## src/rtl/cmdcap_pkg.sv

```systemverilog
package cmdcap_pkg;
  localparam int CMD_W  = 11;
  localparam int IDX_W  = 6;
  localparam int B_RESP = 6;
  localparam int B_LONG = 7;
  localparam int B_INTR = 8;
  localparam int B_PEND = 9;
  localparam int B_EN   = 10;

  localparam int STAT_W    = 8;
  localparam int F_TIMEOUT = 2;
  localparam int F_RESPEND = 6;
  localparam int F_SENT    = 7;

  typedef enum logic [1:0] {ST_IDLE, ST_REQ, ST_WAIT} cap_state_e;
  typedef enum logic [1:0] {OUT_SENT, OUT_RESP, OUT_TIMEOUT} outcome_e;
endpackage

```

## src/rtl/cmdcap_collect.sv

```systemverilog
module cmdcap_collect #(
  parameter int BYTES = 16,
  parameter int CNT_W = 5,
  localparam int BUF_W = 8 * BYTES,
  localparam logic [CNT_W-1:0] CNT_TOP = '1
) (
  input  logic             clk,
  input  logic             rst,
  input  logic             clr_i,
  input  logic             push_i,
  input  logic [7:0]       byte_i,
  output logic [BUF_W-1:0] buf_o,
  output logic [CNT_W-1:0] cnt_o
);
  // shift register: first byte ends in the top byte after BYTES pushes
  always_ff @(posedge clk) begin
    if (rst || clr_i) begin
      buf_o <= '0;
      cnt_o <= '0;
    end else if (push_i) begin
      buf_o <= {buf_o[BUF_W-9:0], byte_i};
      if (cnt_o != CNT_TOP) cnt_o <= cnt_o + CNT_W'(1);
    end
  end

  AST_CNT_SATURATES: assert property (@(posedge clk) disable iff (rst)
    (cnt_o == CNT_TOP && push_i && !clr_i) |=> (cnt_o == CNT_TOP));
endmodule

```

## src/rtl/cmdcap_judge.sv

```systemverilog
module cmdcap_judge
  import cmdcap_pkg::*;
#(
  parameter int WORD_W = 32,
  parameter int N_WORDS = 4,
  parameter int CNT_W = 5,
  localparam int SHORT_B = WORD_W / 8,
  localparam int LONG_B = N_WORDS * SHORT_B,
  localparam int RESP_W = WORD_W * N_WORDS
) (
  input  logic              resp_exp_i,
  input  logic              long_i,
  input  logic [CNT_W-1:0]  cnt_i,
  input  logic [RESP_W-1:0] buf_i,
  output outcome_e          outcome_o,
  output logic [RESP_W-1:0] words_o
);
  logic [RESP_W-1:0] long_words;
  logic is_short, is_long;

  for (genvar j = 0; j < N_WORDS; j++) begin : g_word
    if (j == N_WORDS - 1) begin : g_last
      assign long_words[j*WORD_W +: WORD_W] =
        {buf_i[RESP_W-1-j*WORD_W -: WORD_W-1], 1'b0};
    end else begin : g_mid
      assign long_words[j*WORD_W +: WORD_W] = buf_i[RESP_W-1-j*WORD_W -: WORD_W];
    end
  end

  assign is_short = (cnt_i == CNT_W'(SHORT_B));
  assign is_long  = (cnt_i == CNT_W'(LONG_B));

  always_comb begin
    words_o = is_long ? long_words : {{(RESP_W-WORD_W){1'b0}}, buf_i[WORD_W-1:0]};
    if (!resp_exp_i)                 outcome_o = OUT_SENT;
    else if (is_long)                outcome_o = OUT_RESP;
    else if (is_short && !long_i)    outcome_o = OUT_RESP;
    else                             outcome_o = OUT_TIMEOUT;
  end
endmodule

```

## src/rtl/cmd_resp_capture.sv

```systemverilog
module cmd_resp_capture
  import cmdcap_pkg::*;
#(
  parameter int WORD_W  = 32,
  parameter int N_WORDS = 4,
  parameter int ARG_W   = 32,
  parameter int LAT_MAX = 256,
  localparam int RESP_W = WORD_W * N_WORDS,
  localparam int LONG_B = RESP_W / 8,
  localparam int CNT_W  = $clog2(LONG_B + 2),
  localparam int TMR_W  = $clog2(LAT_MAX)
) (
  input  logic              clk,
  input  logic              rst,
  input  logic              cmd_wr_i,
  input  logic [CMD_W-1:0]  cmd_wdata_i,
  input  logic [ARG_W-1:0]  arg_i,
  output logic [CMD_W-1:0]  cmd_reg_o,
  output logic              busy_o,
  output logic              req_valid_o,
  input  logic              req_ready_i,
  output logic [IDX_W-1:0]  req_index_o,
  output logic [ARG_W-1:0]  req_arg_o,
  input  logic              rsp_byte_valid_i,
  input  logic [7:0]        rsp_byte_i,
  input  logic              rsp_end_i,
  output logic [RESP_W-1:0] resp_o,
  output logic [STAT_W-1:0] flag_set_o
);
  localparam logic [CMD_W-1:0] EN_MASK = CMD_W'(1) << B_EN;

  cap_state_e        state_q;
  logic [CMD_W-1:0]  cmd_q;
  logic [ARG_W-1:0]  arg_q;
  logic [TMR_W-1:0]  tmr_q;
  logic [RESP_W-1:0] resp_q;
  logic [STAT_W-1:0] flag_q;
  logic              start, push, tmr_end;
  logic [RESP_W-1:0] cap_buf, words;
  logic [CNT_W-1:0]  cap_cnt;
  outcome_e          verdict;

  assign start   = (state_q == ST_IDLE) && cmd_wr_i &&
                   cmd_wdata_i[B_EN] && !cmd_wdata_i[B_PEND];
  assign push    = (state_q == ST_WAIT) && rsp_byte_valid_i && !rsp_end_i;
  assign tmr_end = (tmr_q == TMR_W'(LAT_MAX - 1));

  cmdcap_collect #(.BYTES(LONG_B), .CNT_W(CNT_W)) u_collect (
    .clk(clk), .rst(rst), .clr_i(start), .push_i(push),
    .byte_i(rsp_byte_i), .buf_o(cap_buf), .cnt_o(cap_cnt)
  );

  cmdcap_judge #(.WORD_W(WORD_W), .N_WORDS(N_WORDS), .CNT_W(CNT_W)) u_judge (
    .resp_exp_i(cmd_q[B_RESP]), .long_i(cmd_q[B_LONG]), .cnt_i(cap_cnt),
    .buf_i(cap_buf), .outcome_o(verdict), .words_o(words)
  );

  always_ff @(posedge clk) begin
    if (rst) begin
      state_q <= ST_IDLE;
      cmd_q   <= '0;
      arg_q   <= '0;
      tmr_q   <= '0;
      resp_q  <= '0;
      flag_q  <= '0;
    end else begin
      flag_q <= '0;
      if (!tmr_end) tmr_q <= tmr_q + TMR_W'(1);
      case (state_q)
        ST_IDLE: begin
          tmr_q <= '0;
          if (cmd_wr_i) begin
            arg_q <= arg_i;
            cmd_q <= start ? cmd_wdata_i : (cmd_wdata_i & ~EN_MASK);
            if (start) state_q <= ST_REQ;
          end
        end
        ST_REQ: begin
          if (req_ready_i) begin
            state_q <= ST_WAIT;
          end else if (tmr_end) begin
            state_q           <= ST_IDLE;
            cmd_q[B_EN]       <= 1'b0;
            flag_q[F_TIMEOUT] <= 1'b1;
          end
        end
        ST_WAIT: begin
          if (rsp_end_i) begin
            state_q     <= ST_IDLE;
            cmd_q[B_EN] <= 1'b0;
            case (verdict)
              OUT_SENT: flag_q[F_SENT] <= 1'b1;
              OUT_RESP: begin
                flag_q[F_RESPEND] <= 1'b1;
                resp_q            <= words;
              end
              default:  flag_q[F_TIMEOUT] <= 1'b1;
            endcase
          end else if (tmr_end) begin
            state_q           <= ST_IDLE;
            cmd_q[B_EN]       <= 1'b0;
            flag_q[F_TIMEOUT] <= 1'b1;
          end
        end
        default: state_q <= ST_IDLE;
      endcase
    end
  end

  assign cmd_reg_o   = cmd_q;
  assign busy_o      = (state_q != ST_IDLE);
  assign req_valid_o = (state_q == ST_REQ);
  assign req_index_o = cmd_q[IDX_W-1:0];
  assign req_arg_o   = arg_q;
  assign resp_o      = resp_q;
  assign flag_set_o  = flag_q;

  AST_REQ_HOLD: assert property (@(posedge clk) disable iff (rst)
    (req_valid_o && !req_ready_i) |=> (req_valid_o || flag_set_o[F_TIMEOUT]));
  AST_ONE_FLAG: assert property (@(posedge clk) disable iff (rst)
    $onehot0(flag_set_o));
  AST_EN_CLEARS: assert property (@(posedge clk) disable iff (rst)
    (flag_set_o != '0) |-> !cmd_reg_o[B_EN]);
  AST_LAST_LSB_CLEAR: assert property (@(posedge clk) disable iff (rst)
    flag_set_o[F_RESPEND] |-> !resp_o[(N_WORDS-1)*WORD_W]);
  AST_BUSY_SHIELD: assert property (@(posedge clk) disable iff (rst)
    (busy_o && cmd_wr_i) |=> ($stable(req_arg_o) && $stable(req_index_o)));
  AST_TMR_BOUND: assert property (@(posedge clk) disable iff (rst)
    tmr_q <= TMR_W'(LAT_MAX - 1));
endmodule

```

## config.mk

```make
export PLATFORM = sky130hd
export DESIGN_NAME = cmd_resp_capture
export DESIGN_NICKNAME = d
export VERILOG_FILES = /design/src/rtl/cmdcap_pkg.sv /design/src/rtl/cmdcap_collect.sv /design/src/rtl/cmdcap_judge.sv /design/src/rtl/cmd_resp_capture.sv
export SDC_FILE = /design/constraint.sdc
export NUM_CORES = 1
export LEC_CHECK = 0
export CORE_ASPECT_RATIO = 1.2
export CORE_MARGIN = 1.5
export CORE_UTILIZATION = 25
export DETAILED_ROUTE_END_ITERATION = 8
export SYNTH_ARGS = -nofsm -noshare
export SYNTH_HDL_FRONTEND = slang
export SYNTH_SLANG_ARGS = --single-unit
```

## constraint.sdc

```tcl
create_clock -name clk -period 5.98 [get_ports clk]
set_input_delay 1.196 -clock clk [delete_from_list [all_inputs] [get_ports clk]]
set_output_delay 1.196 -clock clk [all_outputs]
set_load 0.01 [all_outputs]
```

==> flow_summary.toml <==
[synthesis]
postSynthCellCount = 1227
async_flop_share_pct = 0
synth_top_area_share_pct = 56.9
syn_area_per_cell_um2 = 9.06
yosysWarningCount = 0
synth_edf_count = 0
synthTopCellsByArea = "dfxtp_1, nand2_1, a21oi_1"
ys_types = 44
yosysSeqAreaShare_pct = 56.9
ys_ff_latch = 316
yosysTopAreaCell = "dfxtp_1"
synth_top_flop_cell = "dfxtp_1"
synth_area_um2 = 11100

[clocking]
post_cts_buffers = 0
cts_sinks = 316
insertion_delay_ns = 0.51
cts_buffer_depth = 3
cts_tree = "built"
clock_tree.root_cell = "clkbuf_16"
holdBufCountCts = 0
h-tree-depth = 2
cts.repair.resized = 0
cts_buffers = 36
path_clk_slew_ns = 0.05

[place]
place_congestion = 0.819
dp_hpwl_um = 22400
port_buffers = 237
dp.cells = 1937

[run]
max-cap-violations = 0

[hold_path]
hp-class = "flop to flop"
hold_start = "req_arg_o[1]$_SDFFE_PP0P_"

[setup_path]
cp_slowest_cell = "buf_4"
crit_top_cell = "buf_4"
end_kind = "flop"
start_kind = "primary input"
r2r_start = "state_q[0]$_SDFFE_PP0P_"
path_max_fanout = 95
cp_cell_sequence = "clkdlybuf4s50_1 > nand3_1 > a211oi_4 > buf_4 > nor2_4 > buf_4 > a22o_1"
required_ns = 6.37
startpoint = "rsp_end_i"
worstSetupPathType = "primary input to flop"
arrival_ns = 3.72
slowest_delay_ns = 0.54

[sta]
clock-skew-final_ns = 0.0150
max_freq_ghz = 0.300
setup_viol = 0
max-slew-margin-rel_pct = 24.0
finalHoldViolations = 0
timing.final.crit_share_pct = 55.7
rsz0062_at_grt = "false"
drv_slew = 0
finalSetupTns_ns = 0
worst_pin_slew_ns = 1.14
min_period_ns = 3.33

[global_routing]
antenna_found_initial = 0
grt_usage_pct = 14.2
grt_pass1_wl_um = 51300
grt_max_degree = 96
grt-ovfl-total = 0
grt_pass1_vias = 8758

[floorplan]
placementRows = 84
die_area_um2 = 45800
core_um2 = 43800
initial_core_util_pct = 25.4
die_h_um = 234
die_w_um = 196
ios = 244

[cells_and_area]
nNetsFinal = 1481
finalNonFillerCells = 1999
diodes = 0
drive_gt1_share_pct = 5.35
area_growth_pct = 35.8

[detailed_routing]
dr_wl_met2_um = 15500
routed_wl_um = 33500
wl_met1_um = 14900
dr_total_vias = 9211
post_drt_via_cell_ratio = 4.61
met3WireLength_um = 2510
ant_nets = 0
drc = 0
drtIter0Drc = 430
wire_per_inst_um = 16.7
dr.max_layer_used = "met4"
drtPass1Iterations = 7

[pwr]
leakagePower_nw = 5.06
vdd_drop_max_uv = 152
cellPowerDensity_nw_per_um2 = 305
power_mw = 4.61

[outcome]
status = "finished, final reports clean"
[where the power goes]
part / switching (mW) / total, mW / internal, mW
Combinational: 0.104 / 0.192 / 0.0875
Clock: 0.861 / 2.29 / 1.42
Sequential: 0.0109 / 2.14 / 2.12
Total: 0.976 / 4.61 / 3.64
[layout by cell type, fill, tap and decap left out, drive strengths merged, types with 2 or more instances in the layout]
| cell | count |
|---|---|
| o211ai | 3 |
| a31oi | 3 |
| nand3 | 4 |
| xnor2 | 2 |
| buf | 14 |
| and2 | 4 |
| nor4 | 4 |
| nor3 | 4 |
| nand2 | 352 |
| nor2b | 2 |
| a21o | 2 |
| conb | 6 |
| clkinv | 3 |
| a211oi | 33 |
| nand2b | 3 |
| mux2i | 33 |
| a22o | 95 |
| nor2 | 48 |
| nand4 | 3 |
| ha | 8 |
| and3 | 2 |
| a21oi | 173 |
| dfxtp | 316 |
| clkbuf | 51 |
| clkdlybuf4s50 | 236 |
| xor2 | 4 |
| inv | 10 |
| o21ai | 4 |
| bufinv | 5 |
[area by class of cell]
type / instances / area [µm²]
Tap cell: 559 / 699
Clock inverter: 11 / 190
Sequential cell: 316 / 6330
Multi-Input combinational cell: 804 / 4350
Inverter: 8 / 30.0
Clock buffer: 51 / 1040
Timing Repair Buffer: 250 / 2480
Fill cell: 4490 / 28700
[cell families (layout without fill, tap and decap cells)]
kind of cell,count (synthesis),in the layout,share of synthesized area (%)
AOI/OAI and AO/OA,318,318,18.6
and+or+nand+nor,433,433,15.4
buffers and inverters,112,320,4.68
xor gates and xnor gates,6,6,0.473
other,1,6,0.0337
DFF,316,316,56.9
muxes,33,33,2.97
adders and majority gates,8,8,0.900
[layer usage]
metal	GRT usage (%)	up-vias
li1	-	4546
met1	18.0	4329
met2	23.7	298
met3	4.11	38
met4	3.17	0
met5	0	-
[state kept, by name, indices dropped and copies added, names as in the netlist]
name,flops
req_arg_o,32
tmr_q,8
u_collect.buf_o,128
state_q,2
u_collect.cnt_o,5
flag_set_o,3
cmd_reg_o,11
resp_o,127
[final timing paths]
path	endpoint	slack, ns	depth (start not counted)
max reg2reg	resp_o[99]$_SDFFE_PP0P_	3.17	8
min reg2reg	req_arg_o[1]$_SDFFE_PP0P_	0.45	2
min	req_arg_o[1]$_SDFFE_PP0P_	0.45	2
max	resp_o[99]$_SDFFE_PP0P_	2.65	7
[critical path: cells and delay by family]
family                 cells  cell delay [ns]
buffers and inverters      3             1.52
AO/OA/AOI/OAI              2             0.65
AND/OR/NAND/NOR            2             0.27
[cells in the mapped netlist (2+ instances only)]
cell type  instances
nand2_1          352
dfxtp_1          316
a21oi_1          173
a22o_1            95
clkbuf_1          58
nor2_1            48
mux2i_1           33
a211oi_1          32
buf_2             20
buf_4             14
buf_1              9
ha_1               8
inv_1              8
and2_1             4
nand3_1            4
nor3_1             4
xor2_1             4
a31oi_1            3
buf_6              3
nand2b_1           3
nand4_1            3
nor4_1             3
o211ai_1           3
o21ai_0            3
a21o_1             2
and3_1             2
nor2b_1            2
xnor2_1            2
[stage by stage]
stage / setup WS, ns / utilization (%) / hold WS, ns / cell area (µm²)
2_1_floorplan: 3.55 / - / 0.436 / 11100
3_3_place_gp: 2.18 / 31.7 / 0.441 / 13900
3_5_place_dp: 2.16 / 31.7 / 0.447 / 13900
4_1_cts: 2.68 / 34.5 / 0.455 / 15100
5_1_grt: 2.45 / 34.5 / 0.477 / 15100
6_report: 2.65 / 34.5 / 0.453 / 15100
Note: power is estimated with default switching activity, not from simulation.
